`src/rtl/ptc_pkg.sv`:
```
package ptc_pkg;
  localparam int ADDR_W = 4;
  typedef logic [ADDR_W-1:0] addr_t;

  // register addresses; per-channel groups are base + channel offset
  localparam addr_t A_CTRL     = 4'd0;
  localparam addr_t A_ADDEND   = 4'd1;
  localparam addr_t A_CNT_LO   = 4'd2;
  localparam addr_t A_CNT_HI   = 4'd3;
  localparam addr_t A_ALM_BASE = 4'd4;   // lo/hi pairs
  localparam addr_t A_INT_BASE = 4'd8;   // one word per channel
  localparam addr_t A_EVT      = 4'd10;
  localparam addr_t A_CAP_BASE = 4'd11;  // lo/hi pairs

  // control word bit positions
  localparam int B_EN      = 0;
  localparam int B_POL     = 1;   // two bits
  localparam int B_START   = 3;
  localparam int B_LOOP    = 4;   // two bits
  localparam int B_NOALIGN = 6;
  localparam int B_PER     = 16;
endpackage

```
`src/rtl/ptc_time_base.sv`:
```
module ptc_time_base #(
  parameter int ACC_W = 32,
  parameter int CNT_W = 64,
  parameter int PER_W = 10
) (
  input  logic             clk,
  input  logic             rst_n,
  input  logic             en,
  input  logic [ACC_W-1:0] addend,
  input  logic [PER_W-1:0] period,
  input  logic             load,
  input  logic [CNT_W-1:0] load_val,
  output logic [CNT_W-1:0] cnt,
  output logic             carry
);
  logic [ACC_W:0]   sum;
  logic [ACC_W-1:0] acc_q, acc_d;
  logic [CNT_W-1:0] cnt_q, cnt_d;

  always_comb begin
    sum   = {1'b0, acc_q} + {1'b0, addend};
    carry = en & sum[ACC_W];
    acc_d = en ? sum[ACC_W-1:0] : acc_q;
    if (load)       cnt_d = load_val;
    else if (carry) cnt_d = cnt_q + CNT_W'(period);
    else            cnt_d = cnt_q;
  end

  always_ff @(posedge clk or negedge rst_n) begin
    if (!rst_n) begin
      acc_q <= '0;
      cnt_q <= '0;
    end else begin
      acc_q <= acc_d;
      cnt_q <= cnt_d;
    end
  end

  assign cnt = cnt_q;
endmodule

```
`src/rtl/ptc_alarm.sv`:
```
module ptc_alarm #(
  parameter int CNT_W = 64
) (
  input  logic             clk,
  input  logic             rst_n,
  input  logic             arm,
  input  logic [CNT_W-1:0] arm_val,
  input  logic [CNT_W-1:0] cnt,
  output logic [CNT_W-1:0] alm_val,
  output logic             fire
);
  logic [CNT_W-1:0] alm_q, alm_d;
  logic             armed_q, armed_d, fire_q, fire_d;
  logic             reached;

  always_comb begin
    reached = cnt >= alm_q;
    alm_d   = arm ? arm_val : alm_q;
    armed_d = arm | (armed_q & ~reached);
    fire_d  = armed_q & ~arm & reached;
  end

  always_ff @(posedge clk or negedge rst_n) begin
    if (!rst_n) begin
      alm_q   <= '0;
      armed_q <= 1'b0;
      fire_q  <= 1'b0;
    end else begin
      alm_q   <= alm_d;
      armed_q <= armed_d;
      fire_q  <= fire_d;
    end
  end

  assign alm_val = alm_q;
  assign fire    = fire_q;
endmodule

```
`src/rtl/ptc_pulse_gen.sv`:
```
module ptc_pulse_gen #(
  parameter int INT_W = 32
) (
  input  logic             clk,
  input  logic             rst_n,
  input  logic             run,
  input  logic             realign,
  input  logic [INT_W-1:0] interval,
  output logic             pulse
);
  logic [INT_W-1:0] cnt_q, cnt_d, reload;
  logic             pulse_q, pulse_d;

  always_comb begin
    reload  = (interval == '0) ? '0 : interval - INT_W'(1);
    pulse_d = run & ~realign & (cnt_q == '0);
    if (!run)                        cnt_d = reload;
    else if (realign || cnt_q == '0) cnt_d = reload;
    else                             cnt_d = cnt_q - INT_W'(1);
  end

  always_ff @(posedge clk or negedge rst_n) begin
    if (!rst_n) begin
      cnt_q   <= '0;
      pulse_q <= 1'b0;
    end else begin
      cnt_q   <= cnt_d;
      pulse_q <= pulse_d;
    end
  end

  assign pulse = pulse_q;
endmodule

```
`src/rtl/ptc_capture.sv`:
```
module ptc_capture #(
  parameter int CNT_W = 64
) (
  input  logic             clk,
  input  logic             rst_n,
  input  logic             sel_in,
  input  logic [CNT_W-1:0] cnt,
  input  logic             clr,
  output logic [CNT_W-1:0] cap,
  output logic             flag
);
  logic [CNT_W-1:0] cap_q, cap_d;
  logic             prev_q, flag_q, flag_d, rise;

  always_comb begin
    rise   = sel_in & ~prev_q;
    cap_d  = rise ? cnt : cap_q;
    flag_d = rise | (flag_q & ~clr);
  end

  always_ff @(posedge clk or negedge rst_n) begin
    if (!rst_n) begin
      prev_q <= 1'b0;
      cap_q  <= '0;
      flag_q <= 1'b0;
    end else begin
      prev_q <= sel_in;
      cap_q  <= cap_d;
      flag_q <= flag_d;
    end
  end

  assign cap  = cap_q;
  assign flag = flag_q;
endmodule

```
`src/rtl/ptc_top.sv`:
```
module ptc_top
  import ptc_pkg::*;
#(
  parameter int DW    = 32,
  parameter int ACC_W = 32,
  parameter int PER_W = 10,
  parameter int INT_W = 32
) (
  input  logic              clk,
  input  logic              rst_n,
  input  logic              wr_en,
  input  logic [ADDR_W-1:0] wr_addr,
  input  logic [DW-1:0]     wr_data,
  input  logic [ADDR_W-1:0] rd_addr,
  output logic [DW-1:0]     rd_data,
  input  logic [1:0]        trig_i,
  output logic [1:0]        alarm_o,
  output logic [1:0]        pulse_o
);
  localparam int CNT_W = 2 * DW;
  localparam int NCH   = 2;

  // control fields
  logic             tmr_en_q, tmr_en_d, start_q, start_d, noalign_q, noalign_d;
  logic [NCH-1:0]   pol_q, pol_d, loop_q, loop_d;
  logic [PER_W-1:0] period_q, period_d;
  logic [ACC_W-1:0] addend_q, addend_d;
  logic [DW-1:0]    cnt_lo_q, cnt_lo_d;
  logic             seen_q, seen_d;
  logic [DW-1:0]    alm_lo_q [NCH];
  logic [INT_W-1:0] intv_q   [NCH];

  logic             wr_ctrl, cnt_load, carry, run, realign;
  logic [CNT_W-1:0] cnt;
  logic [CNT_W-1:0] alm_val [NCH];
  logic [CNT_W-1:0] cap_val [NCH];
  logic [NCH-1:0]   fire, pulse, flag;

  assign wr_ctrl  = wr_en && (wr_addr == A_CTRL);
  assign cnt_load = wr_en && (wr_addr == A_CNT_HI);

  always_comb begin
    tmr_en_d  = wr_ctrl ? wr_data[B_EN]            : tmr_en_q;
    pol_d     = wr_ctrl ? wr_data[B_POL +: NCH]    : pol_q;
    start_d   = wr_ctrl ? wr_data[B_START]         : start_q;
    loop_d    = wr_ctrl ? wr_data[B_LOOP +: NCH]   : loop_q;
    noalign_d = wr_ctrl ? wr_data[B_NOALIGN]       : noalign_q;
    period_d  = wr_ctrl ? wr_data[B_PER +: PER_W]  : period_q;
    addend_d  = (wr_en && wr_addr == A_ADDEND) ? wr_data[ACC_W-1:0] : addend_q;
    cnt_lo_d  = (wr_en && wr_addr == A_CNT_LO) ? wr_data : cnt_lo_q;
    // alarm-0 seen since enable: gates the generators in start mode
    seen_d    = tmr_en_q & (seen_q | fire[0]);
  end

  always_ff @(posedge clk or negedge rst_n) begin
    if (!rst_n) begin
      tmr_en_q  <= 1'b0;
      pol_q     <= '0;
      start_q   <= 1'b0;
      loop_q    <= '0;
      noalign_q <= 1'b0;
      period_q  <= PER_W'(1);
      addend_q  <= '0;
      cnt_lo_q  <= '0;
      seen_q    <= 1'b0;
    end else begin
      tmr_en_q  <= tmr_en_d;
      pol_q     <= pol_d;
      start_q   <= start_d;
      loop_q    <= loop_d;
      noalign_q <= noalign_d;
      period_q  <= period_d;
      addend_q  <= addend_d;
      cnt_lo_q  <= cnt_lo_d;
      seen_q    <= seen_d;
    end
  end

  ptc_time_base #(.ACC_W(ACC_W), .CNT_W(CNT_W), .PER_W(PER_W)) u_tb (
    .clk(clk), .rst_n(rst_n), .en(tmr_en_q), .addend(addend_q),
    .period(period_q), .load(cnt_load), .load_val({wr_data, cnt_lo_q}),
    .cnt(cnt), .carry(carry)
  );

  assign run     = tmr_en_q & (~start_q | seen_q);
  assign realign = fire[0] & ~noalign_q;

  for (genvar ch = 0; ch < NCH; ch++) begin : g_ch
    localparam addr_t A_LO  = A_ALM_BASE + addr_t'(2 * ch);
    localparam addr_t A_HI  = A_ALM_BASE + addr_t'(2 * ch + 1);
    localparam addr_t A_INT = A_INT_BASE + addr_t'(ch);
    logic wr_lo, wr_int, arm, clr, sel;

    assign wr_lo  = wr_en && (wr_addr == A_LO);
    assign wr_int = wr_en && (wr_addr == A_INT);
    assign arm    = wr_en && (wr_addr == A_HI);
    assign clr    = wr_en && (wr_addr == A_EVT) && wr_data[ch];
    assign sel    = loop_q[ch] ? pulse[ch] : trig_i[ch];

    always_ff @(posedge clk or negedge rst_n) begin
      if (!rst_n) begin
        alm_lo_q[ch] <= '0;
        intv_q[ch]   <= '0;
      end else begin
        if (wr_lo)  alm_lo_q[ch] <= wr_data;
        if (wr_int) intv_q[ch]   <= wr_data[INT_W-1:0];
      end
    end

    ptc_alarm #(.CNT_W(CNT_W)) u_alm (
      .clk(clk), .rst_n(rst_n), .arm(arm), .arm_val({wr_data, alm_lo_q[ch]}),
      .cnt(cnt), .alm_val(alm_val[ch]), .fire(fire[ch])
    );

    ptc_pulse_gen #(.INT_W(INT_W)) u_pg (
      .clk(clk), .rst_n(rst_n), .run(run), .realign(realign),
      .interval(intv_q[ch]), .pulse(pulse[ch])
    );

    ptc_capture #(.CNT_W(CNT_W)) u_cap (
      .clk(clk), .rst_n(rst_n), .sel_in(sel), .cnt(cnt), .clr(clr),
      .cap(cap_val[ch]), .flag(flag[ch])
    );

    assign alarm_o[ch] = fire[ch] ^ pol_q[ch];
    assign pulse_o[ch] = pulse[ch];
  end

  always_comb begin
    rd_data = '0;
    case (rd_addr)
      A_CTRL: begin
        rd_data[B_EN]            = tmr_en_q;
        rd_data[B_POL +: NCH]    = pol_q;
        rd_data[B_START]         = start_q;
        rd_data[B_LOOP +: NCH]   = loop_q;
        rd_data[B_NOALIGN]       = noalign_q;
        rd_data[B_PER +: PER_W]  = period_q;
      end
      A_ADDEND: rd_data = DW'(addend_q);
      A_CNT_LO: rd_data = cnt[DW-1:0];
      A_CNT_HI: rd_data = cnt[CNT_W-1:DW];
      A_EVT:    rd_data = DW'(flag);
      default:  rd_data = '0;
    endcase
    for (int i = 0; i < NCH; i++) begin
      if (rd_addr == A_ALM_BASE + addr_t'(2 * i))     rd_data = alm_val[i][DW-1:0];
      if (rd_addr == A_ALM_BASE + addr_t'(2 * i + 1)) rd_data = alm_val[i][CNT_W-1:DW];
      if (rd_addr == A_INT_BASE + addr_t'(i))         rd_data = DW'(intv_q[i]);
      if (rd_addr == A_CAP_BASE + addr_t'(2 * i))     rd_data = cap_val[i][DW-1:0];
      if (rd_addr == A_CAP_BASE + addr_t'(2 * i + 1)) rd_data = cap_val[i][CNT_W-1:DW];
    end
  end
endmodule

```
`config.mk`:
```
export PLATFORM = sky130hd
export DESIGN_NAME = ptc_top
export DESIGN_NICKNAME = d
export VERILOG_FILES = /design/src/rtl/ptc_pkg.sv /design/src/rtl/ptc_time_base.sv /design/src/rtl/ptc_alarm.sv /design/src/rtl/ptc_pulse_gen.sv /design/src/rtl/ptc_capture.sv /design/src/rtl/ptc_top.sv
export SDC_FILE = /design/constraint.sdc
export NUM_CORES = 1
export LEC_CHECK = 0
export BUFFER_PORTS_ARGS = -buffer_cell sky130_fd_sc_hd__buf_2
export CAP_MARGIN = 20
export CORE_UTILIZATION = 45
export CTS_CLUSTER_DIAMETER = 100
export DETAILED_ROUTE_END_ITERATION = 10
export SLEW_MARGIN = 20
export SYNTH_ARGS = -nofsm -noshare
export SYNTH_HDL_FRONTEND = slang
export SYNTH_SLANG_ARGS = --single-unit
export TNS_END_PERCENT = 100
```
`constraint.sdc`:
```
create_clock -name clk -period 3.7 [get_ports clk]
set_input_delay 0.74 -clock clk [delete_from_list [all_inputs] [get_ports clk]]
set_output_delay 0.74 -clock clk [all_outputs]
set_load 0.05 [all_outputs]
```
# [Word-level counts from Yosys, hierarchy flattened]
# Index checks and enable logic that the tools add are counted.
[classes] n_addsub=6 order_cmp=2 eq_ne=24 n_mux=24 bitwise_logic=36 n_reduce_logical=22
[ops] operator="two-way mux 32 bit" count=16
[ops] operator=">= comparator 64 bit" count=2
[ops] operator="zero test 32 bit" count=4
[ops] operator="two-way mux 64 bit" count=2
[ops] operator="subtractor 32 x 1 -> 32 bit (second input constant)" count=4
[ops] operator="adder 64 x 10 -> 64 bit" count=1
[ops] operator="== test 4 bit (second input constant)" count=10
[ops] operator="case mux 10 bit (4 select lines)" count=1
[ops] operator="case mux 7 bit (5 select lines)" count=1
[ops] operator="adder 32 x 32 -> 33 bit" count=1
[ops] operator="== test 4 x 3 -> 1 bit (second input constant)" count=8
[ops] operator="case mux 9 bit (3 select lines)" count=1
[ops] operator="case mux 6 bit (3 select lines)" count=1
[ops] operator="bitwise AND 1 bit" count=17
[ops] operator="== test 4 x 2 -> 1 bit (second input constant)" count=4
[ops] operator="logical AND 1 bit" count=13
[ops] operator="NOT 1 bit" count=11
[ops] operator="== test 4 x 1 -> 1 bit (second input constant)" count=2
[ops] operator="zero test 4 bit" count=2
[ops] operator="bitwise OR 1 bit" count=6
[ops] operator="logical OR 1 bit" count=2
[ops] operator="two-way mux 1 bit" count=2
[ops] operator="nonzero test 2 bit" count=1
[ops] operator="XOR 1 bit" count=2
[totals] ff_bits=636 inputBits=45 out_inout_bits=36 word_cells=145

# [Depth between registers and ports, before layout]
[logic_depth] word_depth=12 ltp_mapped=14 ltp_nobuf=12

# [Hierarchy]
# From an unflattened synthesis, not the netlist that was laid out.
[hier_totals] cells_unflattened=3568 area_unflattened_um2=37232.0
[modules_own_cells] mod="ptc_top" instances=1 cells_each=1145 area_per_inst_um2=12341.8 seq_area_each_um2=5256.3
[modules_own_cells] mod="ptc_alarm" instances=2 cells_each=432 area_per_inst_um2=3893.7 seq_area_each_um2=1651.6
[modules_own_cells] mod="ptc_time_base" instances=1 cells_each=767 area_per_inst_um2=6970.4 seq_area_each_um2=2402.3
[modules_own_cells] mod="ptc_capture" instances=2 cells_each=140 area_per_inst_um2=2708.8 seq_area_each_um2=1651.6
[modules_own_cells] mod="ptc_pulse_gen" instances=2 cells_each=256 area_per_inst_um2=2357.3 seq_area_each_um2=825.8

# [Worst setup path after synthesis]
# No wires, ideal clock.
[synth_path] kind="input to output" startpoint="in rd_addr[3]" endpoint="out rd_data[22]" arrival_time_ns=2.927 t_required_ns=2.960 setup_slack_ns=0.033 path_stages=11 path_buffers=3 cell_sequence="clkbuf_1 -> or2_2 -> clkbuf_1 -> nor2_1 -> clkbuf_1 -> a22oi_1 -> a31oi_1 -> a211oi_1 -> o21ai_0 -> o21ai_0 -> nand2_1"
[synth_between] elab_chain_len=12 word_cells_on_any_way=25 classes_between="eq/ne: 13; mux: 11; reduce/logical: 1"
[synth_lines] item="start, declared" line="ptc_top.sv:14" text="input logic [ADDR_W-1:0] rd_addr,"
[synth_lines] item="== test 4 x 2 -> 1 bit (tied with other cells)" line="ptc_top.sv:131" text="case (rd_addr)"
[synth_lines] item="case mux 10 bit (4 select lines)" line="ptc_top.sv:131"
[synth_lines] item="two-way mux 32 bit" line="ptc_top.sv:147" text="if (rd_addr == A_ALM_BASE + addr_t'(2 * i)) rd_data = alm_val[i][DW-1:0];"
[synth_lines] item="two-way mux 32 bit" line="ptc_top.sv:148" text="if (rd_addr == A_ALM_BASE + addr_t'(2 * i + 1)) rd_data = alm_val[i][CNT_W-1:DW];"
[synth_lines] item="two-way mux 32 bit" line="ptc_top.sv:149" text="if (rd_addr == A_INT_BASE + addr_t'(i)) rd_data = DW'(intv_q[i]);"
[synth_lines] item="two-way mux 32 bit" line="ptc_top.sv:150" text="if (rd_addr == A_CAP_BASE + addr_t'(2 * i)) rd_data = cap_val[i][DW-1:0];"
[synth_lines] item="two-way mux 32 bit" line="ptc_top.sv:151" text="if (rd_addr == A_CAP_BASE + addr_t'(2 * i + 1)) rd_data = cap_val[i][CNT_W-1:DW];"
[synth_lines] item="two-way mux 32 bit" line="ptc_top.sv:147"
[synth_lines] item="two-way mux 32 bit" line="ptc_top.sv:148"
[synth_lines] item="two-way mux 32 bit" line="ptc_top.sv:149"
[synth_lines] item="two-way mux 32 bit" line="ptc_top.sv:150"
[synth_lines] item="two-way mux 32 bit (*)" line="ptc_top.sv:151"
[synth_lines] item="end, declared" line="ptc_top.sv:15" text="output logic [DW-1:0] rd_data,"
# Every way passes the cells marked *; elsewhere a longest branch is shown, timed or not.

# [Final worst setup path]
[layout_path] startpoint="in rd_addr[3]" endpoint="out rd_data[16]"
# The elaborated chain is that of the path after synthesis.

==> run_results.csv <==
group,metric,value,unit
sta,final_max_slew_viol_count,0,
worst_setup_path,timing.critical_path.slowest_cell_delay,0.33,ns
cts,post_cts.repair.setup_buffers,0,
synth,synth-async-reset-ratio,100,%
worst_setup_path,reg2reg_depth,13,
floorplanning,fp-row-count,101,
run,maxCapViolations,0,
pwr,pwr_density_cell,727,nW/um^2
floorplanning,floorplan.io_pins,81,
cells_and_area,diodes,0,
pwr,p_leak,17.3,nW
pwr,p_int,18.1,mW
cells_and_area,final_design_area_no_fill,40000,um^2
worst_setup_path,setup.worst_path.start_class,"input pin",
pwr,clock_power_share,24.9,%
cts,cts.reportedPaths.clkPinSlew,0.05,ns
floorplanning,die_width,280,um
sta,setup_viol,0,
cts,clock_tree.root_cell,"clkbuf_16",
drt,wire_per_inst,24.6,um
pwr,p_seq_share,39.4,%
drt,routed-via-count,27400,
synth,synth.cell_area,34700,um^2
worst_setup_path,critical_path_class,"input pin to output port",
floorplanning,dieHeight,280,um
cells_and_area,drive_gt1_share,22.3,%
floorplanning,die-area,78300,um^2
sta,rel_slew_slack,47.7,%
cts,numCtsBuffers,71,
synth,syn_nets,3645,
grt,via_count_of_the_first_global_routing_pass,26600,
cts,holdBufCountCts,0,
worst_setup_path,worstPathMaxFanout,9,
place,preCtsSetupSlack,-0.100,ns
synth,synth_sequential_area_ratio,45.8,%
cts,worst_skew_pair.late_latency,0.63,ns
worst_setup_path,timing.rr.start,"addend_q[0]$_DFFE_PN0P_",
worst_setup_path,cp_data_arrival_time,2.93,ns
pwr,power,29.0,mW
grt,grt_max_degree,99,
grt,global_route_wire_length_before_repair,173,mm
synth,ys_ff_latch,636,
place,dp_hpwl,85.0,mm
drt,route.antenna.remaining_nets,0,
synth,synth_top_area_share,45.8,%
place,placed_area,37500,um^2
sta,postLayoutSetupSlackWorst,0.0316,ns
cts,count_of_h_tree_levels_built_during_cts,3,
worst_setup_path,rr_endpoint,"u_tb.cnt[12]$_DFFE_PN0P_",
synth,cell_types_with_the_largest_area_share_after_synthesis,"dfrtp_1 46%, mux2_2 12%, ha_1 6.3%",
cts,clock_path_buffers,3,
cts,cts.sink_count,636,
grt,grt_overflow_total,0,
pwr,net_switching_fraction_of_the_power,37.6,%
worst_setup_path,worst_path_max_delay_cell,"a211oi_1",
floorplanning,floorplan.initialDensity,45.6,%
drt,route.final.wire_length,114,mm
sta,final-hold-violation-count,0,
pwr,comb_power_share,35.6,%
synth,synth_top_cell_by_area,"dfrtp_1",
place,gp_congestion,0.979,
sta,fin_crit_sh,99.1,%
synth,synth-warning-count,0,
pwr,ir_worst_vdd,386,uV
sta,finalCriticalPeriod,3.67,ns
synth,synth_area_per_cell,10.1,um^2
hold_path,hp-class,"input pin to async pin",
sta,finClkSkew,0.0220,ns
grt,antenna_found_initial,2,
cts,cts_tree,"built",
outcome,status,"finished clean",
synth,synthCells,3422,
drt,drtIter0Drc,2753,
drt,vias_per_cell,5.92,
synth,synth_ff_type,"dfrtp_1",
sta,rsz0062_at_grt,"yes",
sta,fmaxAchievable,273,MHz
worst_setup_path,setup.worst_path.start,"rd_addr[3]",
cells_and_area,design.final.nets,3769,
cells_and_area,p_r_area_growth_vs_syn,15.0,%
floorplanning,core_area,76200,um^2
worst_setup_path,worst_setup_path_endpoint,"rd_data[16]",
drt,detail_route.first_pass.iterations,9,
drt,drc_errors,0,
grt,globalRouteTotalUtil,29.6,%
worst_setup_path,cp.required,2.96,ns
place,port_bufs,80,
sta,worstMarginPinSlew,0.780,ns
sta,totalNegativeSetupSlack,0,ns
worst_setup_path,ff2ff_setup_slack,0.22,ns
synth,synth_cell_types,85,
synth,synth-edff-count,0,
pwr,netSwitchingPower,10.9,mW
cells_and_area,fillers,6869,
worst_setup_path,worstSetupEndpointType,"output port",
worst_setup_path,timing.critical_path.cells,"buf_2 > or2_4 > nor2_2 > buf_12 > a222oi_1 > a31oi_1 > a211oi_1 > o21ai_0 > o21ai_0 > nand2_1 > buf_2",
placed cells by master, fill, tap and decap left out, types with 88 or more instances in the layout:
cell	Yosys	routed
a21oi_1	117	117
o21ai_0	254	253
xnor2_1	135	135
dfrtp_1	635	635
nand3_1	88	88
inv_1	157	157
mux2_2	368	368
nand2_1	341	340
nor2_1	181	166
buf_4	3	148
ha_1	176	176
state kept, by name, summed over array words and instances (netlist names), 10 cells and up:
signal,flops
g_ch.u_pg.cnt_q,64
cnt_lo_q,32
g_ch.u_cap.cap,128
u_tb.acc_q,32
u_tb.cnt,64
intv_q,64
addend_q,32
alm_lo_q,64
period_q,10
g_ch.u_alm.alm_val,128
power by group through the flow:
stage	clock, mW	combinational, mW	sequential (mW)
after floorplan	0	7.17	10.7
after global placement	0	10.0	11.5
after detailed placement	0	10.2	11.5
after CTS	7.35	10.2	11.4
after global routing	7.64	11.4	11.7
final	7.24	10.3	11.4
worst max-delay path, delay by kind of cell:
kind | cells | cell delay [ns]
compound gates | 5 | 1.15
simple gates | 3 | 0.41
buf+inv | 3 | 0.60
how the worst min path moves through the flow:
stage,start,end,slack [ns],cells past startpoint
2_1_floorplan,rst_n,addend_q[0]$_DFFE_PN0P_,0.44,0
3_3_place_gp,alm_lo_q[13]$_DFFE_PN0P_,g_ch[1].u_alm.alm_val[13]$_DFFE_PN0P_,0.45,2
3_5_place_dp,alm_lo_q[13]$_DFFE_PN0P_,g_ch[1].u_alm.alm_val[13]$_DFFE_PN0P_,0.46,2
4_1_cts,rst_n,u_tb.cnt[39]$_DFFE_PN0P_,0.12,1
5_1_grt,rst_n,u_tb.cnt[39]$_DFFE_PN0P_,0.14,1
6_report,rst_n,u_tb.cnt[8]$_DFFE_PN0P_,0.11,1
stage by stage:
stage          instances  hold WS (ns)  util (%)
3_3_place_gp        4503         0.452      49.2
4_1_cts             4630         0.115      52.4
3_5_place_dp        4503         0.460      49.2
5_1_grt             4630         0.138      52.4
6_report            4630         0.106      52.4
2_1_floorplan       3422         0.444         -
per-layer routing:
metal / up-vias / track usage (%) / wire, um
li1: 12600 / - / -
met1: 13700 / 40.1 / 49100
met2: 929 / 47.1 / 52300
met3: 239 / 5.01 / 7720
met4: 2 / 11.5 / 4780
met5: - / 0 / 11
repair_timing:
action                                 in CTS  in global routing
endpoints found under the hold margin       0                  0
setup endpoints to repair                  12                 21
gates resized for setup                     5                 15
pin swaps                                   0                  2
cell usage after synthesis (all sizes together), types with 16 or more instances:
cell type / count
a211oi: 21
a21o: 65
a21oi: 117
a222oi: 52
a22oi: 67
a31oi: 24
and3: 19
buf: 40
clkbuf: 164
dfrtp: 635
ha: 176
inv: 157
mux2: 368
nand2: 343
nand2b: 20
nand3: 88
nand4: 58
nor2: 183
nor3: 67
nor4: 47
o21ai: 307
o22ai: 29
or3: 16
xnor2: 135
xor2: 63
area by class of cell:
class / instances / area (um^2) / share of cell area, %
Clock buffer: 102 / 2110 / 5.29
Inverter: 157 / 589 / 1.48
Sequential cell: 636 / 15900 / 39.8
Clock inverter: 25 / 274 / 0.686
Timing Repair Buffer: 255 / 2190 / 5.47
Multi-Input combinational cell: 2425 / 17600 / 44.0
Tap cell: 1030 / 1290 / 3.23
cells by family after synthesis:
family	synth area share (%)
simple gates	12.5
compound gates	13.9
flops	45.8
mux	12.3
buf+inv	4.00
xor+xnor	4.99
fa+ha+maj	6.46
Power figures use the tool's default switching activity.
